[src/rtl/adc_rr_pkg.sv]
package adc_rr_pkg;
  typedef enum logic {
    SEL_LO = 1'b0,
    SEL_HI = 1'b1
  } byte_sel_e;
endpackage

[src/rtl/adc_rr_pack.sv]
module adc_rr_pack #(
  parameter int RES_W  = 10,
  parameter int BYTE_W = 8
) (
  input  logic [RES_W-1:0]  res,
  input  logic              left_adj,
  output logic [BYTE_W-1:0] lo_byte,
  output logic [BYTE_W-1:0] hi_byte
);
  localparam int PAIR_W = 2 * BYTE_W;
  localparam int PAD_W  = PAIR_W - RES_W;

  logic [PAIR_W-1:0] right_word;
  logic [PAIR_W-1:0] left_word;
  logic [PAIR_W-1:0] word;

  generate
    if (PAD_W > 0) begin : g_pad
      assign right_word = {{PAD_W{1'b0}}, res};
      assign left_word  = {res, {PAD_W{1'b0}}};
    end else begin : g_full
      assign right_word = res;
      assign left_word  = res;
    end
  endgenerate

  always_comb begin
    word    = left_adj ? left_word : right_word;
    lo_byte = word[BYTE_W-1:0];
    hi_byte = word[PAIR_W-1:BYTE_W];
  end
endmodule

[src/rtl/adc_rr_lock.sv]
module adc_rr_lock
  import adc_rr_pkg::*;
(
  input  logic clk,
  input  logic rst_n,
  input  logic rd_en,
  input  logic rd_sel,
  output logic lo_rd,
  output logic hi_rd,
  output logic hold,
  output logic lock_q
);
  always_comb begin
    lo_rd = rd_en && (byte_sel_e'(rd_sel) == SEL_LO);
    hi_rd = rd_en && (byte_sel_e'(rd_sel) == SEL_HI);
    hold  = (lock_q && !hi_rd) || lo_rd;
  end

  always_ff @(posedge clk) begin
    if (!rst_n) lock_q <= 1'b0;
    else        lock_q <= hold;
  end
endmodule

[src/rtl/adc_rr_store.sv]
module adc_rr_store #(
  parameter int RES_W = 10
) (
  input  logic             clk,
  input  logic             rst_n,
  input  logic             take,
  input  logic [RES_W-1:0] din,
  input  logic             hold,
  input  logic             hi_rd,
  output logic [RES_W-1:0] vis_q,
  output logic [RES_W-1:0] shadow_q,
  output logic             pend_q,
  output logic             drop_q
);
  always_ff @(posedge clk) begin
    if (!rst_n) begin
      vis_q    <= '0;
      shadow_q <= '0;
      pend_q   <= 1'b0;
      drop_q   <= 1'b0;
    end else begin
      drop_q <= take && pend_q;
      if (take) begin
        if (hold) begin
          shadow_q <= din;
          pend_q   <= 1'b1;
        end else begin
          vis_q  <= din;
          pend_q <= 1'b0;
        end
      end else if (hi_rd && pend_q) begin
        vis_q  <= shadow_q;
        pend_q <= 1'b0;
      end
    end
  end
endmodule

[src/rtl/adc_result_regs.sv]
module adc_result_regs #(
  parameter int RES_W  = 10,
  parameter int BYTE_W = 8
) (
  input  logic              clk,
  input  logic              rst_n,
  input  logic              res_valid,
  output logic              res_ready,
  input  logic [RES_W-1:0]  res_data,
  input  logic              left_adj,
  input  logic              rd_en,
  input  logic              rd_sel,
  output logic [BYTE_W-1:0] rd_data,
  output logic              pend_flag,
  output logic              drop_pulse
);
  logic              ready_q;
  logic              take;
  logic              lo_rd, hi_rd, hold, lock_q;
  logic [RES_W-1:0]  vis_w, shadow_w;
  logic [BYTE_W-1:0] lo_b, hi_b;

  always_ff @(posedge clk) begin
    if (!rst_n) ready_q <= 1'b0;
    else        ready_q <= 1'b1;
  end

  assign res_ready = ready_q;
  assign take      = res_valid && ready_q;

  adc_rr_lock u_lock (
    .clk(clk), .rst_n(rst_n), .rd_en(rd_en), .rd_sel(rd_sel),
    .lo_rd(lo_rd), .hi_rd(hi_rd), .hold(hold), .lock_q(lock_q)
  );

  adc_rr_store #(.RES_W(RES_W)) u_store (
    .clk(clk), .rst_n(rst_n), .take(take), .din(res_data),
    .hold(hold), .hi_rd(hi_rd), .vis_q(vis_w), .shadow_q(shadow_w),
    .pend_q(pend_flag), .drop_q(drop_pulse)
  );

  adc_rr_pack #(.RES_W(RES_W), .BYTE_W(BYTE_W)) u_pack (
    .res(vis_w), .left_adj(left_adj), .lo_byte(lo_b), .hi_byte(hi_b)
  );

  assign rd_data = rd_sel ? hi_b : lo_b;
endmodule

[config.mk]
export PLATFORM = sky130hd
export DESIGN_NAME = adc_result_regs
export DESIGN_NICKNAME = d
export VERILOG_FILES = /design/src/rtl/adc_rr_pkg.sv /design/src/rtl/adc_rr_pack.sv /design/src/rtl/adc_rr_lock.sv /design/src/rtl/adc_rr_store.sv /design/src/rtl/adc_result_regs.sv
export SDC_FILE = /design/constraint.sdc
export NUM_CORES = 1
export LEC_CHECK = 0
export BUFFER_PORTS_ARGS = -buffer_cell sky130_fd_sc_hd__buf_2
export CORE_MARGIN = 2
export CORE_UTILIZATION = 53
export CTS_CLUSTER_DIAMETER = 60
export CTS_CLUSTER_SIZE = 14
export DETAILED_ROUTE_END_ITERATION = 12
export PLACE_DENSITY_LB_ADDON = 0.08
export SYNTH_ARGS = -nofsm -noshare
export SYNTH_HDL_FRONTEND = slang
export SYNTH_SLANG_ARGS = --single-unit
[constraint.sdc]
create_clock -name clk -period 1.5 [get_ports clk]
set_clock_uncertainty 0.2 [all_clocks]
set_input_delay 0.075 -clock clk [delete_from_list [all_inputs] [get_ports clk]]
set_output_delay 0.075 -clock clk [all_outputs]
set_load 0.005 [all_outputs]
### Word level (Yosys, flattened, before mapping)

Cells that the tools add are included.

* bits in registers: 24
* bits of input ports: 16
* output and inout bits: 11
* word-level logic and storage cells: 28

* mux-type cells: 9
* reductions and logical operators: 11
* bitwise operators: 1
* equality and inequality tests: 1

Operator list (count)
* 10-bit 2-to-1 mux: 3
* 16-bit 2-to-1 mux: 1
* 8-bit 2-to-1 mux: 1
* 1-bit logical AND: 6
* 1-bit 2-to-1 mux: 4
* 2-bit AND reduction: 2
* 2-bit != test, second input constant: 1
* 2-bit nonzero test: 1
* 1-bit logical NOT: 1
* 1-bit logical OR: 1
* 1-bit NOT: 1

### Depth between registers and ports, before layout

* depth in word-level cells: 6
* mapped depth: 6

### Hierarchy

A second synthesis with hierarchy kept.

* cells, all modules: 133
* area total of the unflattened synthesis: 1332.5 um2

By module, submodules not included
* adc_rr_store: area each 948.4 um2, times used 1, seq. area each 440.4 um2, cells an instance 97
* adc_result_regs: area each 157.7 um2, times used 1, seq. area each 20.0 um2, cells an instance 11
* adc_rr_pack: area each 157.7 um2, times used 1, seq. area each 0.0 um2, cells an instance 18
* adc_rr_lock: area each 68.8 um2, times used 1, seq. area each 20.0 um2, cells an instance 7

### Least setup slack after synthesis

OpenSTA, ideal clock, no wires.

* path kind: register to register
* start: register ready_q, in the netlist res_ready
* end: register u_store.vis_q[1]
* period minus slack after synthesis: 1.412 ns
* arrival: 1.066 ns
* data required time: 1.154 ns
* buffers on the path: 2
* slack: 0.088 ns
* stages on the path, launching flop included: 6
* setup time: 0.146 ns
* cells stage by stage: dfxtp_1 -> and2_1 -> buf_4 -> buf_4 -> mux2i_1 -> a211oi_2

* word-level cells in the longest chain between the ends: 3
* elaborated cells on any way between the ends: 5

RTL lines
* from (decl): RTL line adc_result_regs.sv:17 `logic ready_q;`
* from (signal assigned): RTL line adc_result_regs.sv:24 `if (!rst_n) ready_q <= 1'b0;`
* from (signal assigned): RTL line adc_result_regs.sv:25 `else ready_q <= 1'b1;`
* 1-bit logical AND *: RTL line adc_result_regs.sv:29 `assign take = res_valid && ready_q;`
* 2-bit != test (no source line) or 2-bit nonzero test (tied branches)
* 2-bit AND reduction (no source line)
* to (signal assigned): RTL line adc_rr_store.sv:28 `vis_q <= din;`
* to (signal assigned): RTL line adc_rr_store.sv:32 `vis_q <= shadow_q;`
* to (decl): RTL line adc_rr_store.sv:10 `output logic [RES_W-1:0] vis_q,`

Every way passes the cells marked *; elsewhere a longest branch is shown, timed or not.
A chain may end at the register's enable or synchronous reset.

### Worst setup path after layout

* start: register u_store.vis_q[9]
* end: output port rd_data[1]

* word-level cells in the longest chain between the ends: 2

RTL lines
* 16-bit 2-to-1 mux: RTL line adc_rr_pack.sv:28 `word = left_adj ? left_word : right_word;`
* 8-bit 2-to-1 mux: RTL line adc_result_regs.sv:46 `assign rd_data = rd_sel ? hi_b : lo_b;`
* to (decl): RTL line adc_result_regs.sv:13 `output logic [BYTE_W-1:0] rd_data,`

No other way between the ends.

==> impl_metrics.yaml <==
synth:
  synth.distinct_cells: 25
  yosysMostFrequentCell: "dfxtp_1"
  synth_edf_count: 0
  ys.flop_type: "dfxtp_1"
  synthAdderAreaFrac_pct: 0
  synth_compound_area_share_pct: 31.6
  async_reset_ff_share_pct: 0
  yosys.area.top_type: "dfxtp_1"
  netlist_area_mm2: 0.00128
  synth_top_family_by_area: "compound AO/OA/AOI/OAI gates"
  synth_area_leaders: "dfxtp_1, a211oi_2, mux2i_1"
  yosys_warnings: 0
  syn_avg_cell_area_um2: 9.89
  seq_area_frac_synth_pct: 37.6
  syn-num-nets: 145
  synth_xor_area_share_pct: 0
  synthTopCellsByCount: "dfxtp_1, mux2i_1"
  synth.ff_latch_count: 24
  muxShareOfSynthArea_pct: 11.2
  synth_top_area_share_pct: 37.6
  yosys.area_share.simple_pct: 11.9
  synth_cells: 129
clock_network:
  insertion_delay_ns: 0.32
  cts_max_path_buffers: 2
  numClockSinks: 24
  cts_tree: "yes"
  root_buffer: "clkbuf_4"
  cts_made_buffers: 3
  h-tree-depth: 1
  cts.clk_slew.worst_paths_ns: 0.13
final_layout:
  stdcell_area_mm2: 0.00169
  diodes: 0
  layout.nets: 184
  syn2layout_area_growth_pct: 32.7
  drive_gt1_share_pct: 47.9
routing:
  drc: 0
  wl_per_cell_um: 17.4
  vias: 1209
  viasPerCell: 6.20
  wirelength_um: 3390
  dr.pass1.iters: 5
  drt_iter0_drc: 34
  ant_nets: 0
sta:
  fin_crit_sh_pct: 99.7
  fmax_ghz: 0.669
  setup_slack_ns: 0.00484
  fin_crit_ns: 1.50
  holdWs_ns: 0.0597
  relSlewSlack_pct: 71.6
  setup_violations: 0
  drv_slew: 0
  setup-tns-final_ns: 0
  finalHoldViolCount: 0
  rsz0062_at_grt: "true"
  worstMarginPinSlew_ns: 0.425
power_and_ir_drop:
  ir_drop_v: 0.000556
  power_density_mw_per_mm2: 818
  leakage_nw: 0.649
placement:
  port_buffers: 26
  place_hpwl_um: 2070
  dpl_cell_area_mm2: 0.00142
  place_ws_ns: -0.0302
  gp_congestion: 0.778
critical_path:
  path_max_fanout: 3
  cp-start-kind: "register"
  critical_path_class: "register to output port"
  cp.arrival_ns: 1.22
  crit_required_ns: 1.22
  crit_chain: "mux2_2, a22o_1, buf_2"
  slowest_stage: "dfxtp_2"
  end_kind: "output port"
  critPathMaxStageDelay_ns: 0.36
grt:
  grt_pass1_wl_um: 5110
  grt_pass1_vias: 1087
  grt_max_degree: 21
  grt_use_total_pct: 24.7
  grt_antenna_before_repair: 0
  use_met1_pct: 35.1
  grt_use_met3_pct: 3.39
  busiest_layer: "met2"
  gr-usage-met2_pct: 40.0
  grt_overflow: 0
min_path:
  hold_class: "input pin to register"
outcome:
  outcome: "completed"
die:
  floorplan.rows: 17
  start_util_pct: 56.6
  fp.dieH_um: 53.1
  die-area_mm2: 0.00282
  core_area_mm2: 0.00225
  pin_count: 27
  die_w_um: 53.1
flow_run:
  maxCapViolCount: 0
-- logic make-up after synthesis --
family          Yosys count
mux                      14
flops                    24
compound gates           50
simple gates             24
buf+inv                  17
-- metal layers --
layer	wire length (um)	share of wire (%)
met5	0	0
met4	17	0.50
met3	130	3.8
met2	1620	48
met1	1620	48
-- through the flow --
stage                     total power [mW]  utilization (%)  cells
after floorplan                      0.892                -    129
after global placement               0.963             62.9    175
after detailed placement             0.970             62.9    175
after CTS                             1.34             70.7    193
after global routing                  1.44             75.1    195
final                                 1.39             75.1    195
-- repair_timing --
action,CTS,global route
hold endpoints to repair,24,0
setup endpoints to repair,11,16
hold buffers,12,0
pin swaps,0,0
buffers inserted,2,2
gates resized for setup,3,21
-- worst paths after layout --
check	slack, ns	cells after the start	endpoint	from
hold reg to reg	0.29	2	u_store.shadow_q[9]	u_store.shadow_q[9]
setup / recovery	0.005	3	rd_data[1]	u_store.vis_q[9]
hold / removal	0.06	3	u_store.drop_q	res_valid
setup reg to reg	0.01	4	u_store.vis_q[1]	res_ready
-- sequential cells by signal, summed over array words and instances (netlist names), named ones only --
signal,count
u_store.drop_q,1
u_store.pend_q,1
u_store.vis_q,10
u_store.shadow_q,10
res_ready,1
-- power breakdown --
part | internal (mW) | total [mW] | switching [mW]
combinational | 0.164 | 0.336 | 0.172
sequential | 0.674 | 0.703 | 0.0283
clock | 0.148 | 0.347 | 0.199
-- cells in the final DEF (no fill, tap or decap), types with 2 or more instances in the layout --
cell           synthesis  routed
a22o_1                 6       6
clkbuf_4               0       3
dfxtp_1               24      19
mux2i_1               12       5
nor2_1                 2       2
nand2_1                4       4
a211oi_2              10      19
buf_4                  2      10
nand4_1               10      10
a21oi_1               10      10
and2_1                 2       2
dlygate4sd3_1          0      12
mux2_2                 2       2
buf_2                  4      26
mux2i_2                0       7
o21ai_0                2       2
dfxtp_2                0       5
o31ai_1               10      10
-- cell type report --
type | count | area, um^2
Tap cell | 28 | 35.0
Timing Repair Buffer | 50 | 357
Multi-Input combinational cell | 88 | 776
Clock buffer | 4 | 36.3
Inverter | 1 | 3.75
Fill cell | 161 | 561
Sequential cell | 24 | 487
-- critical path, delay by kind of cell, from the launching register on --
family	cells	cell delay, ns
compound gates	1	0.17
buf+inv	1	0.12
flops	1	0.36
mux	1	0.26
(Power assumes the default switching activity.)
